$ cat src/rtl/tmul_pkg.sv
package tmul_pkg;
  typedef struct packed {
    logic gateHiHi;   // force high-by-high tile inputs to zero
    logic maskUpper;  // clear upper half of the result
    logic capture;    // load output register
  } mulStrobes_t;
endpackage

$ cat src/rtl/tmul_tile.sv
module tmul_tile #(
  parameter int CW = 8
) (
  input  logic [CW-1:0]   tileA,
  input  logic [CW-1:0]   tileB,
  output logic [2*CW-1:0] tileP
);
  localparam int PW = 2 * CW;

  logic [CW-1:0] rowBits [CW];

  genvar gi;
  generate
    for (gi = 0; gi < CW; gi++) begin : g_row
      assign rowBits[gi] = tileB & {CW{tileA[gi]}};
    end
  endgenerate

  always_comb begin
    tileP = '0;
    for (int i = 0; i < CW; i++) begin
      tileP = tileP + (PW'(rowBits[i]) << i);
    end
  end
endmodule

$ cat src/rtl/tmul_ctrl.sv
module tmul_ctrl
  import tmul_pkg::*;
(
  input  logic        inValid,
  input  logic        fullMode,
  output mulStrobes_t strobes
);
  always_comb begin
    strobes.gateHiHi  = !fullMode;
    strobes.maskUpper = !fullMode;
    strobes.capture   = inValid;
  end
endmodule

$ cat src/rtl/tmul_datapath.sv
module tmul_datapath
  import tmul_pkg::*;
#(
  parameter int CW = 8
) (
  input  logic            clk,
  input  logic            rstN,
  input  mulStrobes_t     strobes,
  input  logic [2*CW-1:0] opU,
  input  logic [2*CW-1:0] opV,
  output logic [4*CW-1:0] result
);
  localparam int OW = 2 * CW;
  localparam int PW = 4 * CW;
  localparam int XW = OW + 1;

  logic [CW-1:0] uLo, uHi, vLo, vHi, hhA, hhB;
  logic [OW-1:0] prodLL, prodHL, prodLH, prodHH;
  logic [XW-1:0] crossSum;
  logic [PW-1:0] fullSum;
  logic [OW-1:0] lowSum;

  assign uLo = opU[CW-1:0];
  assign uHi = opU[OW-1:CW];
  assign vLo = opV[CW-1:0];
  assign vHi = opV[OW-1:CW];
  assign hhA = strobes.gateHiHi ? '0 : uHi;
  assign hhB = strobes.gateHiHi ? '0 : vHi;

  tmul_tile #(.CW(CW)) tileLL (.tileA(uLo), .tileB(vLo), .tileP(prodLL));
  tmul_tile #(.CW(CW)) tileHL (.tileA(uHi), .tileB(vLo), .tileP(prodHL));
  tmul_tile #(.CW(CW)) tileLH (.tileA(uLo), .tileB(vHi), .tileP(prodLH));
  tmul_tile #(.CW(CW)) tileHH (.tileA(hhA), .tileB(hhB), .tileP(prodHH));

  always_comb begin
    crossSum = XW'(prodHL) + XW'(prodLH);
    fullSum  = PW'(prodLL) + (PW'(crossSum) << CW) + (PW'(prodHH) << OW);
    lowSum   = prodLL + (OW'(crossSum[CW-1:0]) << CW);
    if (strobes.maskUpper) result = {{OW{1'b0}}, lowSum};
    else                   result = fullSum;
  end

  AST_HH_GATED: assert property (@(posedge clk) disable iff (!rstN)
    strobes.gateHiHi |-> (prodHH == '0));
  AST_LOW_MATCH: assert property (@(posedge clk) disable iff (!rstN)
    strobes.maskUpper |-> (result[OW-1:0] == OW'(PW'(opU) * PW'(opV))));
  AST_TILE_EXACT: assert property (@(posedge clk) disable iff (!rstN)
    prodLL == OW'(OW'(uLo) * OW'(vLo)));
endmodule

$ cat src/rtl/tiled_mul.sv
module tiled_mul
  import tmul_pkg::*;
#(
  parameter int CW      = 8,
  parameter bit REG_OUT = 1'b1
) (
  input  logic            clk,
  input  logic            rstN,
  input  logic            inValid,
  input  logic            fullMode,
  input  logic [2*CW-1:0] opU,
  input  logic [2*CW-1:0] opV,
  output logic [4*CW-1:0] product,
  output logic            outValid
);
  localparam int OW = 2 * CW;
  localparam int PW = 4 * CW;

  mulStrobes_t strobes;
  logic [PW-1:0] combResult;

  tmul_ctrl ctrl_i (
    .inValid (inValid),
    .fullMode(fullMode),
    .strobes (strobes)
  );

  tmul_datapath #(.CW(CW)) dp_i (
    .clk    (clk),
    .rstN   (rstN),
    .strobes(strobes),
    .opU    (opU),
    .opV    (opV),
    .result (combResult)
  );

  generate
    if (REG_OUT) begin : g_reg
      logic [PW-1:0] prodQ;
      logic          validQ;
      always_ff @(posedge clk) begin
        if (!rstN) begin
          prodQ  <= '0;
          validQ <= 1'b0;
        end else begin
          validQ <= strobes.capture;
          if (strobes.capture) prodQ <= combResult;
        end
      end
      assign product  = prodQ;
      assign outValid = validQ;

      AST_VALID_FOLLOWS: assert property (@(posedge clk) disable iff (!rstN)
        inValid |=> outValid);
      AST_IDLE_HOLD: assert property (@(posedge clk) disable iff (!rstN)
        !inValid |=> (!outValid && $stable(product)));
      AST_FULL_PRODUCT: assert property (@(posedge clk) disable iff (!rstN)
        (inValid && fullMode) |=> (product == PW'(PW'($past(opU)) * PW'($past(opV)))));
      AST_UPPER_ZERO: assert property (@(posedge clk) disable iff (!rstN)
        (inValid && !fullMode) |=> (product[PW-1:OW] == '0));
    end else begin : g_comb
      assign product  = combResult;
      assign outValid = inValid;
    end
  endgenerate
endmodule

$ cat config.mk
export PLATFORM = sky130hd
export DESIGN_NAME = tiled_mul
export DESIGN_NICKNAME = d
export VERILOG_FILES = /design/src/rtl/tmul_pkg.sv /design/src/rtl/tmul_tile.sv /design/src/rtl/tmul_ctrl.sv /design/src/rtl/tmul_datapath.sv /design/src/rtl/tiled_mul.sv
export SDC_FILE = /design/constraint.sdc
export NUM_CORES = 1
export LEC_CHECK = 0
export ABC_CLOCK_PERIOD_IN_PS = 27200
export BUFFER_PORTS_ARGS = -buffer_cell sky130_fd_sc_hd__buf_2
export CAP_MARGIN = 30
export CORE_ASPECT_RATIO = 0.6
export CORE_MARGIN = 3
export CORE_UTILIZATION = 54
export DETAILED_ROUTE_END_ITERATION = 12
export GPL_TIMING_DRIVEN = 0
export PLACE_DENSITY_LB_ADDON = 0.08
export SLEW_MARGIN = 15
export SYNTH_ARGS = -nofsm -noshare
export SYNTH_HDL_FRONTEND = slang
export SYNTH_SLANG_ARGS = --single-unit
$ cat constraint.sdc
create_clock -name clk -period 27.2 [get_ports clk]
set_input_delay 1.36 -clock clk [delete_from_list [all_inputs] [get_ports clk]]
set_output_delay 1.36 -clock clk [all_outputs]
set_load 0.01 [all_outputs]
==> impl_metrics.ini, run 1 <==
[yosys]
synth_fp_nets = 1580
synthArstFlopShare_pct = 0
yosysTopAreaCell = fa_1
synth_edf_count = 0
yosysUniqueCellTypes = 56
synthFlopType = dfxtp_1
synth.area.top_cells = fa_1 26%, ha_1 18%, and2_1 7.3%
ys_seq_area_share_pct = 6.27
netlist_instances = 1251
synth_top_area_share_pct = 26.4
synth-seq-cells = 33
syn_area_sq_mm = 0.0105
syn_area_per_cell_sq_um = 8.42
yosys_warnings = 0

[global_route]
antenna_found_initial = 0
grt_pass1_vias = 8007
grt_pass1_wl_um = 44000
overflow = 0
grt.total_usage_pct = 25.8
grt_max_degree = 11

[sta]
worst_pin_slew_ns = 0.696
setup_violations = 0
setup_slack_ns = 15.93
fin_worst_skew_ns = 0
grt_setup_unrepaired = no
min_period_over_period_pct = 41.4
min_period_ns = 11.27
slew_headroom_pct = 53.6
finalSetupTns_ns = 0
slew_viol_final = 0
hold_violations = 0
max_freq_mhz = 88.7

[critical_path]
worstPathArrival_ns = 11.44
cp_max_fo = 10
crit_path_top_delay_cell = fa_1
crit_top_cell = fa_1
cpPeakStageDelay_ns = 0.56
cp-start-kind = primary input
endpoint_kind = register
worstPathRequired_ns = 27.37
criticalPathCategory = primary input to register

[clock_tree]
cts_buffers = 5
clock_latency_ns = 0.27
postCtsSetupRepairBufs = 0
cts-htree-levels = 2
cts_hold_buf = 0
cts_tree = built
cts_root_buffer = clkbuf_16
path_clk_slew_ns = 0.05
clock_sinks = 33
post_cts_resized = 0
clockBufferDepth = 2

[hold_path]
hold_path.class = register to register

[route]
detail-route-antenna-nets = 0
met2_wirelength_um = 10000
dr_total_vias = 8519
routed_via_density = 5.37
drcViolationCount = 0
wire_per_inst_um = 16.9
wl_met1_um = 14000
routed_wl_um = 26900
dr.pass1.iters = 7
drt_iter0_drc = 501
topRoutingLayerUsed = met4
met3_wirelength_um = 2670

[floorplan]
initial_utilization_pct = 56.7
fp-row-count = 38
dieArea_sq_mm = 0.0213
ios = 69
fp.dieW_um = 186
coreArea_sq_mm = 0.0186
die_h_um = 114

[finish]
fin_area_sq_mm = 0.0114
fin_nets = 1654
seq_area_sq_um = 661
n_antenna_cell = 0
multi_input_area_sq_mm = 0.00896
drive_above_1_share_pct = 7.16
fin_util_pct = 61.2
area_delta_synth_final_pct = 7.91
nFillCells = 1720

[place]
hpwl_um = 23000
routabilityCongestion = 0.881
place_ws_ns = 15.77
placed_cell_area_sq_mm = 0.0112
io_buffers = 67

[flow_run]
maxCapViolCount = 0

[run_status]
status = finished clean
area by class of cell:
cell class | instances | area share [%]
Clock inverter | 1 | 0.264
Tap cell | 260 | 2.86
Inverter | 194 | 6.40
Sequential cell | 33 | 5.81
Clock buffer | 7 | 1.25
Multi-Input combinational cell | 975 | 78.8
Timing Repair Buffer | 67 | 2.95
Buffer | 49 | 1.66
sequential cells by signal, indices dropped and copies added (netlist names):
register / cells
product: 32
outValid: 1
layout by cell type, fill, tap and decap left out, drive strengths merged, types with 21 or more instances in the layout:
master / instances
and3: 28
clkbuf: 53
ha: 154
and2: 124
o21ai: 28
fa: 139
a21oi: 61
inv: 194
a21o: 21
nor2: 32
xor2: 26
nand2: 126
xnor2: 69
dfxtp: 33
nand3: 31
buf: 70
logic make-up (layout without fill, tap and decap cells):
logic type                 after synthesis  in the layout  synth area share [%]
DFF                                     33             33                  6.27
adders and majority gates              293            293                  44.7
muxes                                   13             13                  1.23
buffers and inverters                  243            318                  8.70
AOI/OAI and AO/OA                      185            185                  11.8
and+or+nand+nor                        389            389                  19.2
xor gates and xnor gates                95             95                  8.07
synth_stat cells (2+ instances only):
cell type    n
a211oi_1     6
a211oi_2     2
a21boi_0     7
a21o_1      21
a21oi_1     60
and2_1     123
and3_1      27
clkbuf_1    46
dfxtp_1     33
fa_1       139
ha_1       154
inv_1      194
mux2i_1     13
nand2_1    125
nand2b_1     8
nand3_1     31
nand4_1      3
nor2_1      32
nor2b_1     18
nor3_1       8
nor3b_1      2
o211a_1      3
o211ai_1     5
o21a_1       9
o21ai_0     26
o21ai_2      2
o21bai_1    20
o22ai_1      9
o31ai_1      2
o41ai_1      2
or3_1        4
xnor2_1     68
xor2_1      26
per-layer routing:
layer / GRT usage (%) / vias up
met4: 2.67 / 0
met1: 41.7 / 4050
met5: 0 / -
li1: - / 4164
met3: 6.24 / 7
met2: 35.4 / 298
final timing paths:
kind | start | endpoint | slack [ns] | cells past startpoint
setup / recovery | opV[2] | product[26] | 15.93 | 39
hold / removal | product[30] | product[30] | 0.45 | 2
setup reg to reg | product[25] | product[25] | 26.51 | 3
hold reg to reg | product[30] | product[30] | 0.45 | 2
critical path, delay by kind of cell:
kind	cells	cell delay (ns)
buffers and inverters	4	0.81
adders and majority gates	9	4.30
AOI/OAI and AO/OA	17	3.68
and+or+nand+nor	6	0.76
xor gates and xnor gates	3	0.51
through the flow:
stage | hold slack, ns | instances
floorplan | 0.483 | 1251
global placement | 0.427 | 1578
detailed placement | 0.438 | 1578
CTS | 0.450 | 1586
global route | 0.490 | 1586
finish | 0.445 | 1586
Power of run 1 is left out: the tool's default activity adds up to more than one toggle a clock period on the data nets, which glitch-free logic cannot reach.
==> inputs of run 2 (changes only) <==
--- a/config.mk
+++ b/config.mk
@@ -5,7 +5,8 @@
 export SDC_FILE = /design/constraint.sdc
 export NUM_CORES = 1
 export LEC_CHECK = 0
-export ABC_CLOCK_PERIOD_IN_PS = 27200
+export ABC_AREA = 1
+export ABC_CLOCK_PERIOD_IN_PS = 10900
 export BUFFER_PORTS_ARGS = -buffer_cell sky130_fd_sc_hd__buf_2
 export CAP_MARGIN = 30
 export CORE_ASPECT_RATIO = 0.6
==> constraint.sdc (replaced) <==
create_clock -name clk -period 10.9 [get_ports clk]
set_input_delay 0.545 -clock clk [delete_from_list [all_inputs] [get_ports clk]]
set_output_delay 0.545 -clock clk [all_outputs]
set_load 0.01 [all_outputs]
==> run 2 against run 1 <==
  * Synthesized cell count grew 34%
  * Critical path depth grew 17
  * Clock skew is the same
  * Highest routed layer unchanged
  * Final cell count grew 26%
  * Synthesized area grew 6.2%
  * Largest cell class unchanged
==> impl_metrics.ini, run 2 <==
[global_route]
grt_pass1_wl_um = 48500
grt_pass1_vias = 9367
grt_max_degree = 11
antenna_found_initial = 0
overflow = 0
grt.total_usage_pct = 26.8

[route]
topRoutingLayerUsed = met4
routed_wl_um = 29200
dr.pass1.iters = 5
drcViolationCount = 0
met2_wirelength_um = 10400
dr_total_vias = 9911
wl_met1_um = 16100
met3_wirelength_um = 2310
routed_via_density = 4.96
detail-route-antenna-nets = 0
drt_iter0_drc = 820
wire_per_inst_um = 14.6

[yosys]
syn_area_per_cell_sq_um = 6.69
synth-seq-cells = 33
synth_compound_area_share_pct = 5.92
synth_fp_nets = 2002
yosysUniqueCellTypes = 34
synthArstFlopShare_pct = 0
yosysTopAreaCell = fa_1
synth_most_common_cell = nand2_1
synth_top_family_by_area = adder cells
synth_fa_ha_area_share_pct = 42.1
synthXorXnorAreaFrac_pct = 5.09
synth_edf_count = 0
ys_seq_area_share_pct = 5.90
yosys_warnings = 0
synth_top_area_share_pct = 24.9
synthFlopType = dfxtp_1
synthSimpleGateAreaFrac_pct = 25.2
syn_area_sq_mm = 0.0112
synth.area.top_cells = fa_1 25%, ha_1 17%, nand2_1 17%
synth_common_cells = 499 x nand2_1, 407 x inv_1, 154 x ha_1, 139 x fa_1, 85 x nor2_1
netlist_instances = 1673
synthMuxAreaShare_pct = 0

[critical_path]
cp_max_fo = 10
crit_end = product[31]
r2r_start = product[13]
r2r_slack_ns = 10.23
critPathTopFamily = adder cells
crit_start = opV[0]
criticalPathCategory = primary input to register
r2r-end = product[13]
worstPathArrival_ns = 10.18
endpoint_kind = register
crit_path_top_delay_cell = clkbuf_1
cp.depth = 56
cpPeakStageDelay_ns = 0.54
ff2ff_path_depth = 2
crit_top_cell = nand2_1
worstPathRequired_ns = 11.09
cp-start-kind = primary input
worst-path-buf-inv = 9

[clock_tree]
cts_buffers = 5
path_clk_slew_ns = 0.05
cts_hold_buf = 0
clock_sinks = 33
clock_latency_ns = 0.27
clockBufferDepth = 2
post_cts_resized = 0
postCtsSetupRepairBufs = 0
cts_tree = built
cts-htree-levels = 2
cts_root_buffer = clkbuf_16

[flow_run]
maxCapViolCount = 0

[sta]
max_freq_mhz = 100
hold_violations = 0
holdWs_ns = 0.461
min_period_over_period_pct = 91.6
setup_violations = 0
fin_worst_skew_ns = 0
setup_slack_ns = 0.917
grt_setup_unrepaired = no
min_period_ns = 9.98
finalSetupTns_ns = 0
slew_viol_final = 0
worst_pin_slew_ns = 0.771
slew_headroom_pct = 48.6

[run_status]
status = finished clean

[floorplan]
coreArea_sq_mm = 0.0202
fp.dieW_um = 192
dieArea_sq_mm = 0.0225
die_h_um = 118
ios = 69
fp-row-count = 40
initial_utilization_pct = 55.5

[finish]
area_delta_synth_final_pct = 6.31
fin_nets = 2054
largest_reg_flops = 32
final_cell_mix = 499 x nand2_1, 407 x inv_1, 154 x ha_1
fin_area_sq_mm = 0.0119
drive_above_1_share_pct = 4.98
layout_commonest_cell = nand2_1
nFillCells = 1999
n_antenna_cell = 0

[hold_path]
hold_path.class = register to register

[place]
hpwl_um = 24800
placed_cell_area_sq_mm = 0.0118
place_ws_ns = 0.837
io_buffers = 45
routabilityCongestion = 0.906
## run 2: cell types whose count changed in the layout (fill, tap and decap cells not counted), moves of 17 or more
cell     previous run  this run
a21o_1             21         4
a21oi_1            60        81
and2_1            123         3
and3_1             27         0
buf_2              68        45
inv_1             194       407
nand2_1           125       499
nand3_1            31        55
nor2_1             32        85
nor2b_1            18         0
xnor2_1            68        30
## run 2: worst reg2reg max path, stage by stage (launching register included)
cell and delay, ns:
dfxtp_1 0.31, o21ai_0 0.18, a21oi_1 0.06
## run 2: cell families (layout without fill, tap and decap cells)
kind of cell,count (synthesis),count (layout)
fa+ha+maj,293,293
flops,33,33
xor+xnor,65,65
compound gates,125,125
buf+inv,470,523
simple gates,687,687
## run 2: worst min path at each step
stage	start	end	cells after the start
floorplan	product[16]	product[16]	2
global placement	product[30]	product[30]	2
detailed placement	product[28]	product[28]	2
CTS	product[28]	product[28]	2
global route	product[26]	product[26]	2
finish	product[28]	product[28]	2
## run 2: area by class of cell
type | instances | area, sq um | area share [%]
Inverter | 413 | 1550 | 13.0
Clock buffer | 6 | 129 | 1.08
Timing Repair Buffer | 45 | 225 | 1.89
Tap cell | 273 | 342 | 2.87
Multi-Input combinational cell | 1170 | 8760 | 73.7
Buffer | 57 | 218 | 1.83
Sequential cell | 33 | 661 | 5.55
Clock inverter | 2 | 10.0 | 0.0841
## run 2: metal layers
layer / vias to the layer above / track usage (%)
met5: - / 0
met4: 0 / 3.07
met3: 16 / 4.05
met2: 320 / 35.3
met1: 4518 / 46.0
li1: 5057 / -
## run 2: metrics by stage
step           util [%]  cells
2_1_floorplan         -   1673
3_3_place_gp       58.3   1991
3_5_place_dp       58.3   1991
4_1_cts            59.0   1999
5_1_grt            59.0   1999
6_report           59.0   1999
Power of run 2 is left out for the same reason.
